[src/rtl/gpio_irq_pkg.sv]
package gpio_irq_pkg;
  localparam int unsigned ADDR_W = 2;

  typedef enum logic [ADDR_W-1:0] {
    REG_MODE   = 2'd0,
    REG_ENABLE = 2'd1,
    REG_STATUS = 2'd2,
    REG_NONE   = 2'd3
  } reg_sel_e;
endpackage

[src/rtl/gpio_irq_sync.sv]
module gpio_irq_sync #(
  parameter int unsigned NCH    = 16,
  parameter int unsigned STAGES = 2
) (
  input  logic           clk,
  input  logic           rst_n,
  input  logic [NCH-1:0] pin_i,
  output logic [NCH-1:0] edge_o
);
  localparam int unsigned LAST = STAGES - 1;

  logic [NCH-1:0] stg_q [STAGES];
  logic [NCH-1:0] stg_d [STAGES];
  logic [NCH-1:0] prev_q;

  always_comb begin
    stg_d[0] = pin_i;
    for (int i = 1; i < STAGES; i++) begin
      stg_d[i] = stg_q[i-1];
    end
  end

  for (genvar s = 0; s < STAGES; s++) begin : g_stage
    always_ff @(posedge clk or negedge rst_n) begin
      if (!rst_n) stg_q[s] <= '0;
      else        stg_q[s] <= stg_d[s];
    end
  end

  always_ff @(posedge clk or negedge rst_n) begin
    if (!rst_n) prev_q <= '0;
    else        prev_q <= stg_q[LAST];
  end

  assign edge_o = stg_q[LAST] & ~prev_q;

  AST_EDGE_ONE_CYCLE: assert property (@(posedge clk) disable iff (!rst_n)
    (|edge_o) |=> ((edge_o & $past(edge_o)) == '0));
endmodule

[src/rtl/gpio_irq_chan.sv]
module gpio_irq_chan (
  input  logic clk,
  input  logic rst_n,
  input  logic hold_i,
  input  logic edge_i,
  input  logic clr_i,
  output logic status_o
);
  logic held_q;
  logic held_d;

  always_comb begin
    held_d = hold_i & (edge_i | (held_q & ~clr_i));
  end

  always_ff @(posedge clk or negedge rst_n) begin
    if (!rst_n) held_q <= 1'b0;
    else        held_q <= held_d;
  end

  assign status_o = hold_i ? held_q : edge_i;

  AST_HELD_STAYS: assert property (@(posedge clk) disable iff (!rst_n)
    (held_q && hold_i && !clr_i) |=> held_q);
  AST_CLEAR_DROPS: assert property (@(posedge clk) disable iff (!rst_n)
    (held_q && clr_i && !edge_i) |=> !held_q);
  AST_CAPTURE_WINS: assert property (@(posedge clk) disable iff (!rst_n)
    (hold_i && edge_i) |=> held_q);
  AST_THROUGH_NO_LATCH: assert property (@(posedge clk) disable iff (!rst_n)
    !hold_i |=> !held_q);
endmodule

[src/rtl/gpio_irq_regs.sv]
module gpio_irq_regs
  import gpio_irq_pkg::*;
#(
  parameter int unsigned NCH = 16
) (
  input  logic              clk,
  input  logic              rst_n,
  input  logic [ADDR_W-1:0] addr_i,
  input  logic              we_i,
  input  logic [NCH-1:0]    wdata_i,
  input  logic [NCH-1:0]    status_i,
  output logic [NCH-1:0]    mode_o,
  output logic [NCH-1:0]    en_o,
  output logic [NCH-1:0]    clr_o,
  output logic [NCH-1:0]    rdata_o
);
  reg_sel_e       sel;
  logic           mode_we;
  logic           en_we;
  logic [NCH-1:0] mode_q;
  logic [NCH-1:0] en_q;
  logic [NCH-1:0] mode_d;
  logic [NCH-1:0] en_d;

  assign sel = reg_sel_e'(addr_i);

  always_comb begin
    mode_we = we_i && (sel == REG_MODE);
    en_we   = we_i && (sel == REG_ENABLE);
    mode_d  = mode_we ? wdata_i : mode_q;
    en_d    = en_we ? wdata_i : en_q;
    clr_o   = (we_i && (sel == REG_STATUS)) ? wdata_i : '0;
  end

  always_ff @(posedge clk or negedge rst_n) begin
    if (!rst_n) begin
      mode_q <= '0;
      en_q   <= '0;
    end else begin
      mode_q <= mode_d;
      en_q   <= en_d;
    end
  end

  always_comb begin
    case (sel)
      REG_MODE:   rdata_o = mode_q;
      REG_ENABLE: rdata_o = en_q;
      REG_STATUS: rdata_o = status_i;
      default:    rdata_o = '0;
    endcase
  end

  assign mode_o = mode_q;
  assign en_o   = en_q;

  AST_MODE_KEEP: assert property (@(posedge clk) disable iff (!rst_n)
    (we_i && sel != REG_MODE) |=> $stable(mode_q));
  AST_ENABLE_KEEP: assert property (@(posedge clk) disable iff (!rst_n)
    (we_i && sel != REG_ENABLE) |=> $stable(en_q));
endmodule

[src/rtl/gpio_irq_hold.sv]
module gpio_irq_hold
  import gpio_irq_pkg::*;
#(
  parameter int unsigned NCH         = 16,
  parameter int unsigned SYNC_STAGES = 2
) (
  input  logic              clk_i,
  input  logic              rst_ni,
  input  logic [NCH-1:0]    pin_i,
  input  logic [ADDR_W-1:0] addr_i,
  input  logic              we_i,
  input  logic [NCH-1:0]    wdata_i,
  output logic [NCH-1:0]    rdata_o,
  output logic              irq_o
);
  logic [1:0]     rst_sync_q;
  logic           rst_n;
  logic [NCH-1:0] edge_w;
  logic [NCH-1:0] mode_w;
  logic [NCH-1:0] en_w;
  logic [NCH-1:0] clr_w;
  logic [NCH-1:0] status_w;

  always_ff @(posedge clk_i or negedge rst_ni) begin
    if (!rst_ni) rst_sync_q <= 2'b00;
    else         rst_sync_q <= {rst_sync_q[0], 1'b1};
  end
  assign rst_n = rst_sync_q[1];

  gpio_irq_sync #(.NCH(NCH), .STAGES(SYNC_STAGES)) u_sync (
    .clk    (clk_i),
    .rst_n  (rst_n),
    .pin_i  (pin_i),
    .edge_o (edge_w)
  );

  for (genvar n = 0; n < NCH; n++) begin : g_chan
    gpio_irq_chan u_chan (
      .clk      (clk_i),
      .rst_n    (rst_n),
      .hold_i   (mode_w[n]),
      .edge_i   (edge_w[n]),
      .clr_i    (clr_w[n]),
      .status_o (status_w[n])
    );
  end

  gpio_irq_regs #(.NCH(NCH)) u_regs (
    .clk      (clk_i),
    .rst_n    (rst_n),
    .addr_i   (addr_i),
    .we_i     (we_i),
    .wdata_i  (wdata_i),
    .status_i (status_w),
    .mode_o   (mode_w),
    .en_o     (en_w),
    .clr_o    (clr_w),
    .rdata_o  (rdata_o)
  );

  assign irq_o = |(status_w & en_w);

  AST_IRQ_MASKED: assert property (@(posedge clk_i) disable iff (!rst_n)
    (en_w == '0) |-> !irq_o);
  AST_RESET_QUIET: assert property (@(posedge clk_i)
    !rst_n |-> (!irq_o && mode_w == '0 && en_w == '0));
endmodule

[config.mk]
export PLATFORM = sky130hd
export DESIGN_NAME = gpio_irq_hold
export DESIGN_NICKNAME = d
export VERILOG_FILES = /design/src/rtl/gpio_irq_pkg.sv /design/src/rtl/gpio_irq_sync.sv /design/src/rtl/gpio_irq_chan.sv /design/src/rtl/gpio_irq_regs.sv /design/src/rtl/gpio_irq_hold.sv
export SDC_FILE = /design/constraint.sdc
export NUM_CORES = 1
export LEC_CHECK = 0
export BUFFER_PORTS_ARGS = -buffer_cell sky130_fd_sc_hd__buf_2
export CAP_MARGIN = 30
export CORE_MARGIN = 10
export CORE_UTILIZATION = 35
export CTS_BUF_LIST = sky130_fd_sc_hd__clkbuf_16
export CTS_CLUSTER_SIZE = 8
export DETAILED_ROUTE_END_ITERATION = 8
export GPL_TIMING_DRIVEN = 0
export PLACE_DENSITY = 0.53
export SYNTH_ARGS = -nofsm -noshare
export SYNTH_HDL_FRONTEND = slang
export SYNTH_SLANG_ARGS = --single-unit
[constraint.sdc]
create_clock -name clk_i -period 7.8 [get_ports clk_i]
set_clock_uncertainty 0.2 [all_clocks]
set_input_delay 0.78 -clock clk_i [delete_from_list [all_inputs] [get_ports clk_i]]
set_output_delay 0.78 -clock clk_i [all_outputs]
set_load 0.03 [all_outputs]
# Yosys cells after proc, flatten, opt, wreduce, memory -nomap -nowiden
# Index checks and enable logic that the tools add are counted.
dict set report totals {
  reg_bits 98
  latchBits 0
  mem_bits_rw 0
  mem_bits_ro 0
  in_bits 37
  out_inout_bits 17
  mem_count 0
}
dict set report classes {
  n_addsub 0
  n_mul 0
  div_mod_pow 0
  magnitude_cmp 0
  eq_ne 2
  shifts 0
  n_mux 18
  bitwise_logic 67
  reduce_logical 5
}
# cell n
set op_table {}
lappend op_table {{16-bit one-hot mux with 3 select lines} 1}
lappend op_table {{1-bit AND} 32}
lappend op_table {{16-bit AND} 2}
lappend op_table {{1-bit two-way mux} 16}
lappend op_table {{16-bit two-way mux} 1}
lappend op_table {{1-bit NOT} 16}
lappend op_table {{16-bit NOT} 1}
lappend op_table {{1-bit OR} 16}
lappend op_table {{16-bit OR reduction} 1}
lappend op_table {{1-bit logical AND} 3}
lappend op_table {{2-bit by 1-bit equality test with 1-bit output (second input constant)} 1}
lappend op_table {{2-bit equality test (second input constant)} 1}
lappend op_table {{2-bit zero test} 1}

# Depth between registers and ports, before layout
# Gate-level depths: netlist of run 1.
dict set report depth {
  word_depth 7
  mapped_depth 6
  mapped_depth_nobuf 5
}

# Modules after synthesis
# From an unflattened synthesis of run 1, not the netlist that was laid out.
dict set report hier_totals {
  hier_cells 265
  area_unflattened_um2 4160.2
}
# mod n_inst cells_per_inst area_each_um2 seq_area_each_um2
set modules_own_cells {}
lappend modules_own_cells {gpio_irq_regs 1 125 1722.9 800.8}
lappend modules_own_cells {gpio_irq_sync 1 64 1421.4 1201.2}
lappend modules_own_cells {gpio_irq_chan 16 4 53.8 25.0}
lappend modules_own_cells {gpio_irq_hold 1 12 155.1 50.0}

# Worst setup path before layout of run 1
# No wires, ideal clock.
dict set report synth_timing {
  kind {input port to output port}
  from {in addr_i[1]}
  to {out rdata_o[10]}
  arrival_time_ns 1.744
  setup_slack_ns 5.076
  cell_stages 5
  n_path_buf 3
  path_cell_list {buf_2 > nor2b_4 > buf_6 > clkbuf_1 > a21o_1}
}
dict set report synth_between {
  elab_chain_len 2
  elab_cells_between_ends 4
  cone_classes {eq/ne (2); mux (1); reduce/logical (1)}
}
# item line
set synth_rtl {}
lappend synth_rtl {{start: declaration} gpio_irq_hold.sv:10} ;# input logic [ADDR_W-1:0] addr_i,
lappend synth_rtl {{2-bit equality test (tied with other cells)} gpio_irq_regs.sv:46} ;# case (sel)
lappend synth_rtl {{16-bit one-hot mux with 3 select lines (*)} gpio_irq_regs.sv:46}
lappend synth_rtl {{end: declaration} gpio_irq_hold.sv:13} ;# output logic [NCH-1:0] rdata_o,
# Mark *: on every way between the ends. The rest lies on a longest branch, timed or not.

# Worst setup path after layout of run 1
dict set report layout_timing {
  from {in addr_i[1]}
  to {out rdata_o[4]}
}
# Same word-level chain as after synthesis.

==> results, run 1 <==
- The run finished with clean final reports.
- The number of antenna diodes is 0.
- The clock-pin slew reported for the worst setup and hold paths after clock tree synthesis is ~0.07 ns.
- Setup repair after global routing left no endpoint under its margin.
- STA classifies the critical path startpoint as an input port.
- The area added between synthesis and finish is 21.1%.
- The maximum level of the CTS H-tree is 3.
- In this run the worst setup path terminates at rdata_o[4].
- Overall power consumption after layout is estimated at about 1400 uW.
- Sorting the synthesized cells by area gives the leading types as dfrtp_1 62%, mux2_2 9.7%, a21oi_1 4.2%.
- The number of DRC violations after detailed routing is 0.
- The portion of the clock cycle consumed by the worst path in the final layout is 39.8%.
- The tool flagged a number of max-cap violations equal to 0.
- The launching point of the worst reg2reg path is rst_sync_q[1].
- The sequential element share of the synthesized area is between 60% and 70%.
- The dominant synthesized flop cell is dfrtp_1.
- The count of flip-flops with a built-in enable after synthesis is 0.
- For the finished layout, the period the worst path requires is ~3.1 ns.
- Setup total negative slack on the finished layout was measured at 0 ns.
- Port buffering added 51 buffers.
- The wire length of the first global-routing pass is roughly 14,000 um.
- The final routed wire length divided by cell count is ~18 um.
- The number of vias per cell after detailed routing is around 5.0.
- The post-synthesis area per instance is between 10 and 15 um^2.
- The overall die height is between 100 and 150 um.
- The routed layout has between 2k and 2.5k vias.
- The final HPWL from detailed placement is slightly above 6000 um.
- The tightest hold path in the finished design has a slack of 0.127 ns.
- The number of antenna violations at the first check in global routing is 0.
- The number of DRC markers after the initial detailed-route iteration is between 100 and 150.
- Static timing analysis puts the maximum clock frequency at 322 MHz.
- The synthesized netlist contains 28 unique library cells.
- The depth of the most critical reg-to-reg path is 1.
- For the worst setup path, the data required time is a little under 7 ns.
- The critical path start-end classification is input port to output port.
- At the end of routability-driven placement, the weighted congestion stood at between 0.6 and 0.7.
- Counting every net in the synthesized netlist gives around 330.
- After the last flow step, the layout net total stands at between 300 and 400.
- Of all flip-flops after synthesis, the portion carrying an async set or reset was between 90% and 100%.
- The transition at the pin with the smallest max-transition slack is about 0.66 ns.
- The setup violation total in the final timing report is 0.
- The total overflow left after global routing is 0.
- The sort of element at the end of the critical path is an output port.
- Global routing consumed, over all layers together, 11.4% of the routing resources.
- The number of nets with antenna violations after routing is 0.
- The die covers 16,000 um^2.
- At the later pin of the worst-skew pair, clock insertion delay measures 0.34 ns.
- The cell type with the largest total area after synthesis is dfrtp_1.
- Dividing total power by cell area gives a power density of 285 nW/um^2.
- In this run the clock root is driven by a clkbuf_16.
- The total clock buffers created by CTS is 9.
- By count the netlist is led by 98 x dfrtp_1, 34 x mux2_2, 33 x a21oi_1, 18 x nor2b_1.
- The core region is roughly 11,000 um^2.
- In this run the static leakage power is approximately 0.0023 uW.
- The number of global-route vias before repair was between 2k and 3k.
- After synthesis the netlist holds a flip-flop and latch count of between 90 and 100.
- The number of optimization iterations in the first detailed-route pass is 4.
- Measured against its own limit, the worst slew margin works out to around 56%.
- For this design the top-level I/O count stands at between 50 and 60.
- The overall routed net length is 8930 um.
- The floorplan row count is 38.
- The launch point of the worst path is addr_i[1].
- The number of fill cells is just over 1k.
- Data arrives at the worst endpoint at ~2.1 ns.
- The worst-case IR drop observed on VDD is about 150 uV.
- Of the cells placed in the final design, the portion with a size suffix greater than 1 is 35.2%.
- Entering global routing, the biggest net connects 56 pins.
- The final count of hold timing violations is 0.
- The end of the worst register-to-register path is g_chan[3].u_chan.held_q.
- The effective utilization at floorplan is 36.1%.
- The cell count after synthesis is 289.
- In this run the worst hold path is classified as register to async pin.
- dfrtp_1 is the most common cell in the netlist.
- The number of post-CTS setup repair buffers is 0.
- The highest fanout seen on the critical path is 10.
- The total of warnings raised by yosys is 0.
- The worst setup slack for register-to-register paths is 6.61 ns.
- In this run the horizontal extent of the chip is 126 um.
- The portion of synthesized cell area occupied by the leading cell type is about 62%.
- The synthesized netlist occupies a cell area of 3970 um^2.
- TritonCTS built the clock tree.
- Counting every sink on the clock net gives between 90 and 100.
- The buffer levels on the longest clock path is 2.
- The number of max-slew violations in the final report is 0.
## stage by stage
step	area, um^2	cells	util, %	setup WS [ns]
finish	4800	498	43.7	4.70
floorplan	3970	289	-	4.67
CTS	4800	498	43.7	4.68
global placement	4400	480	40.0	3.56
detailed placement	4430	481	40.3	4.64
global route	4800	498	43.7	4.61
## registers in the layout, summed over array words and instances (netlist names)
name                  flops
u_sync.stg_d             16
u_regs.en_o              16
rst_sync_q                2
u_regs.mode_o            16
u_sync.prev_q            16
u_sync.stg_q             16
g_chan.u_chan.held_q     16
## where the power goes
| group | switching (uW) | internal [uW] | total, uW |
|---|---|---|---|
| logic | 112 | 104 | 216 |
| clock network | 192 | 346 | 538 |
| registers | 50.2 | 564 | 614 |
| total | 355 | 1010 | 1370 |
## area by class of cell
class	instances	area (um^2)	share of cell area (%)
Sequential cell	98	2460	51.1
Multi-Input combinational cell	163	1370	28.5
Timing Repair Buffer	53	293	6.09
Clock buffer	9	225	4.69
Tap cell	140	175	3.65
Clock inverter	7	141	2.94
Buffer	12	83.8	1.74
Inverter	16	60.1	1.25
## per-layer routing
layer  track usage (%)  vias to the layer above  routed length (um)
met5                 0                        -                   0
met4              4.22                        0                 137
met3              3.83                       14                 455
met2              18.0                       45                4260
met1              14.1                     1235                4080
li1                  -                     1178                   -
## critical path: stages
cell      delay [ns]
buf_2           0.17
nor2b_4         0.12
buf_6           0.15
clkbuf_1        0.45
a21o_1          0.24
buf_2           0.21
## cells by family (layout without fill, tap and decap cells)
| kind of cell | count (synthesis) | after routing | share of synthesized area, % |
|---|---|---|---|
| other | 1 | 1 | 0.0945 |
| buffers and inverters | 28 | 97 | 3.63 |
| DFF | 98 | 98 | 61.8 |
| and+or+nand+nor | 30 | 30 | 5.43 |
| muxes | 44 | 44 | 13.4 |
| AOI/OAI and AO/OA | 88 | 88 | 15.6 |
## cell usage in the layout, fill, tap and decap left out, drive strengths merged, types with 4 or more instances in the layout
| cell type | synthesis | final |
|---|---|---|
| dfrtp | 98 | 98 |
| buf | 8 | 60 |
| mux2 | 44 | 44 |
| a21oi | 33 | 33 |
| nor2b | 19 | 19 |
| inv | 16 | 18 |
| a311oi | 16 | 16 |
| a21o | 16 | 16 |
| o21a | 16 | 16 |
| clkbuf | 4 | 13 |
| bufinv | 0 | 4 |
## how the worst min path moves through the flow
stage,end,depth (start not counted),slack [ns],startpoint
2_1_floorplan,rst_sync_q[1],0,0.13,rst_sync_q[0]
3_3_place_gp,u_sync.stg_q[13],0,0.13,u_sync.stg_d[13]
3_5_place_dp,u_sync.stg_q[7],0,0.14,u_sync.stg_d[7]
4_1_cts,u_sync.stg_q[15],0,0.15,u_sync.stg_d[15]
5_1_grt,u_sync.stg_q[4],0,0.16,u_sync.stg_d[4]
6_report,u_regs.mode_o[10],0,0.13,rst_sync_q[1]
## repair_timing
item                                    CTS  global route
resized for setup                         0             0
hold buffers                              1             0
endpoints found under the hold margin     2             0
endpoints found under the setup margin    0             0
Note: power is estimated with default switching activity, not from simulation.
==> run 2: changes to the inputs <==
==> constraint.sdc (replaced) <==
create_clock -name clk_i -period 3.2 [get_ports clk_i]
set_clock_uncertainty 0.2 [all_clocks]
set_input_delay 0.32 -clock clk_i [delete_from_list [all_inputs] [get_ports clk_i]]
set_output_delay 0.32 -clock clk_i [all_outputs]
set_load 0.03 [all_outputs]
==> run 2 against run 1 <==
Effect of this change: global-route usage about the same; routed wire length rose by 1.0%; non-clock buffer count grew 16; largest cell class unchanged; largest power group unchanged.
==> results, run 2 (synthesized netlist as in run 1, its figures left out) <==
- TritonCTS built the clock tree.
- The number of max-slew violations in the final report is 0.
- The number of fill cells is 999.
- The number of post-CTS setup repair buffers is 0.
- Leaving out fill and tap cells, the most frequent cell in the layout is dfrtp_1.
- The number of sinks handled by clock tree synthesis is 98.
- Routability-driven placement finished with a final weighted congestion of about 0.70.
- The worst-case IR drop observed on VDD is 367 uV.
- Measured along the x axis, the die boundary spans ~130 um.
- Setup violations remaining at the end of the flow were counted as 0.
- The count of input and output buffers is slightly above 50.
- Setup repair after global routing left no endpoint under its margin.
- The floorplan row count is 38.
- The final routed wire length divided by cell count is ~18 um.
- The layout net count is about 410.
- The floorplan step defined a die boundary enclosing roughly 16,000 um^2.
- The run finished with clean final reports.
- Across every metal layer, demand over resource in global routing totals a little under an eighth.
- The final count of hold timing violations is 0.
- STA classifies the critical path startpoint as a register.
- In this run the deepest clock path goes through 2 buffers.
- The number of instances on the worst hold path is 2.
- For this design the static power due to leakage is ~0.0023 uW.
- The critical path arrival is between 1.5 and 2 ns.
- The pin count of the biggest net entering global routing is 56.
- The first global-routing pass estimated ~14,000 um of wire.
- The final critical path takes up between 70% and 80% of the cycle.
- The number of nets with antenna violations after routing is 0.
- The number of DRC violations after detailed routing is 0.
- The quantity of gates resized following cts is 0.
- The fraction of final layout cells with drive strength greater than 1 is between 30% and 40%.
- The maximum operating frequency is between 300 and 400 MHz.
- The initial utilization of the core area, before any placement, comes to between 30% and 40%.
- The worst hold path belongs to the class input port to register.
- For this run, the detailed router's first-pass iteration total came to 4.
- The sort of element at the end of the critical path is an output port.
- After legalization and detailed placement, the total HPWL measured a little over 6000 um.
- The number of maximum-capacitance violations is 0.
- After detailed routing, the number of vias per cell comes to roughly 4.9.
- The launching point of the worst reg2reg path is rst_sync_q[1].
- The clock latency reported for the late side of the worst-skew pair is 0.35 ns.
- The number of antenna diodes is 0.
- The worst hold path begins at wdata_i[13].
- The worst hold path terminates at u_regs.en_o[13].
- Dividing total power by cell area gives a power density of approximately 680 nW/um^2.
- The overall routed net length is between 9000 and 10,000 um.
- The number of DRC markers after the initial detailed-route iteration is around 120.
- The highest fanout seen on the critical path is 3.
- The critical path start-end classification is register to output port.
- The end of the worst register-to-register path is g_chan[3].u_chan.held_q.
- The required time of the critical path is ~2.7 ns.
- The H-tree was split into 3 levels.
- The number of antenna violations at the first check in global routing came to 0.
- For the finished layout, the period the worst path requires is roughly 2.5 ns.
- Across all layers, the routed design uses around 2.5k vias.
- The sum of overflow across all layers after global routing is 0.
- Once routing completed, OpenROAD measured the worst setup slack at between 0.6 and 0.7 ns.
- The worst pin sits at a relative slew slack of 55.1%.
- The floorplan core area is around 11,000 um^2.
- The setup check on the worst reg-to-reg path leaves a slack of 2.01 ns.
- After clock tree synthesis, the clock-pin slew on the worst setup and hold paths is ~0.07 ns.
- The number of global-route vias before repair is 2,687.
- The pre-CTS worst setup slack is roughly 0.96 ns.
- Summing all non-filler instances in the final layout gives an area of just under 5000 um^2.
- The library cells used most frequently in the layout, excluding fill and tap cells, are 97 x dfrtp_1, 54 x buf_2, 34 x mux2_2.
- Once placement finished, the instance area stood at between 4000 and 5000 um^2.
- The root buffer cell is clkbuf_16.
- TritonCTS created 9 clock buffers.
- From bottom edge to top edge, the die measures about 130 um.
- At the pin with the least slew margin, the transition time is between 0.6 and 0.7 ns.
- The I/O pin total is 54.
- The depth of the most critical reg-to-reg path is 1.
- The area added between synthesis and finish is 25.2%.
run 2: cell type report:
| cell class | instances | area [um^2] | share of cell area [%] |
|---|---|---|---|
| buffer | 12 | 83.8 | 1.69 |
| tap | 140 | 175 | 3.53 |
| multi-input combinational | 163 | 1370 | 27.6 |
| clock inverter | 7 | 141 | 2.85 |
| clock buffer | 9 | 225 | 4.54 |
| inverter | 16 | 60.1 | 1.21 |
| timing repair buffer | 69 | 453 | 9.12 |
| sequential | 98 | 2460 | 49.5 |
run 2: critical path: stages (launching register included):
cell and delay (ns):
dfrtp_1 0.37, nor2b_1 0.15, mux2_2 0.27, a22o_1 0.29, a221oi_2 0.21, nand4b_1 0.15, buf_2 0.21
run 2: what timing repair did:
action	CTS	global route
hold buffers	17	0
setup endpoints to repair	0	0
endpoints found under the hold margin	18	0
run 2: power breakdown:
part           switching [uW]  internal (uW)
logic                     276            266
clock network             469            844
registers                 122           1370
total                     867           2490
run 2: per-layer routing:
metal	share of wire, %	vias to the layer above	global-route usage (%)
li1	-	1212	-
met1	46	1244	14.3
met2	48	46	18.1
met3	5.3	11	3.75
met4	1.4	0	4.22
met5	0	-	0
run 2: per-stage QoR:
step / cells / util [%] / TNS, ns / hold WS (ns) / power [uW]
floorplan: 289 / - / 0 / -0.176 / 1880
global placement: 480 / 40.0 / -99.45 / -0.0950 / 2030
detailed placement: 481 / 40.3 / 0 / -0.0934 / 2050
CTS: 514 / 45.2 / 0 / 0.0269 / 3390
global route: 514 / 45.2 / 0 / 0.0361 / 3500
finish: 514 / 45.2 / 0 / 0.0357 / 3350
run 2: worst max path at each step:
stage	start	endpoint	slack, ns	cells after the start
after detailed placement	addr_i[1]	rdata_o[4]	0.96	6
after global routing	u_sync.stg_q[8]	irq_o	0.60	6
final	u_sync.stg_q[8]	irq_o	0.69	6
after global placement	rst_sync_q[1]	u_sync.prev_q[7]	-1.04	0
after CTS	u_sync.stg_q[8]	irq_o	0.66	6
after floorplan	rst_sync_q[1]	g_chan[0].u_chan.held_q	0.07	0
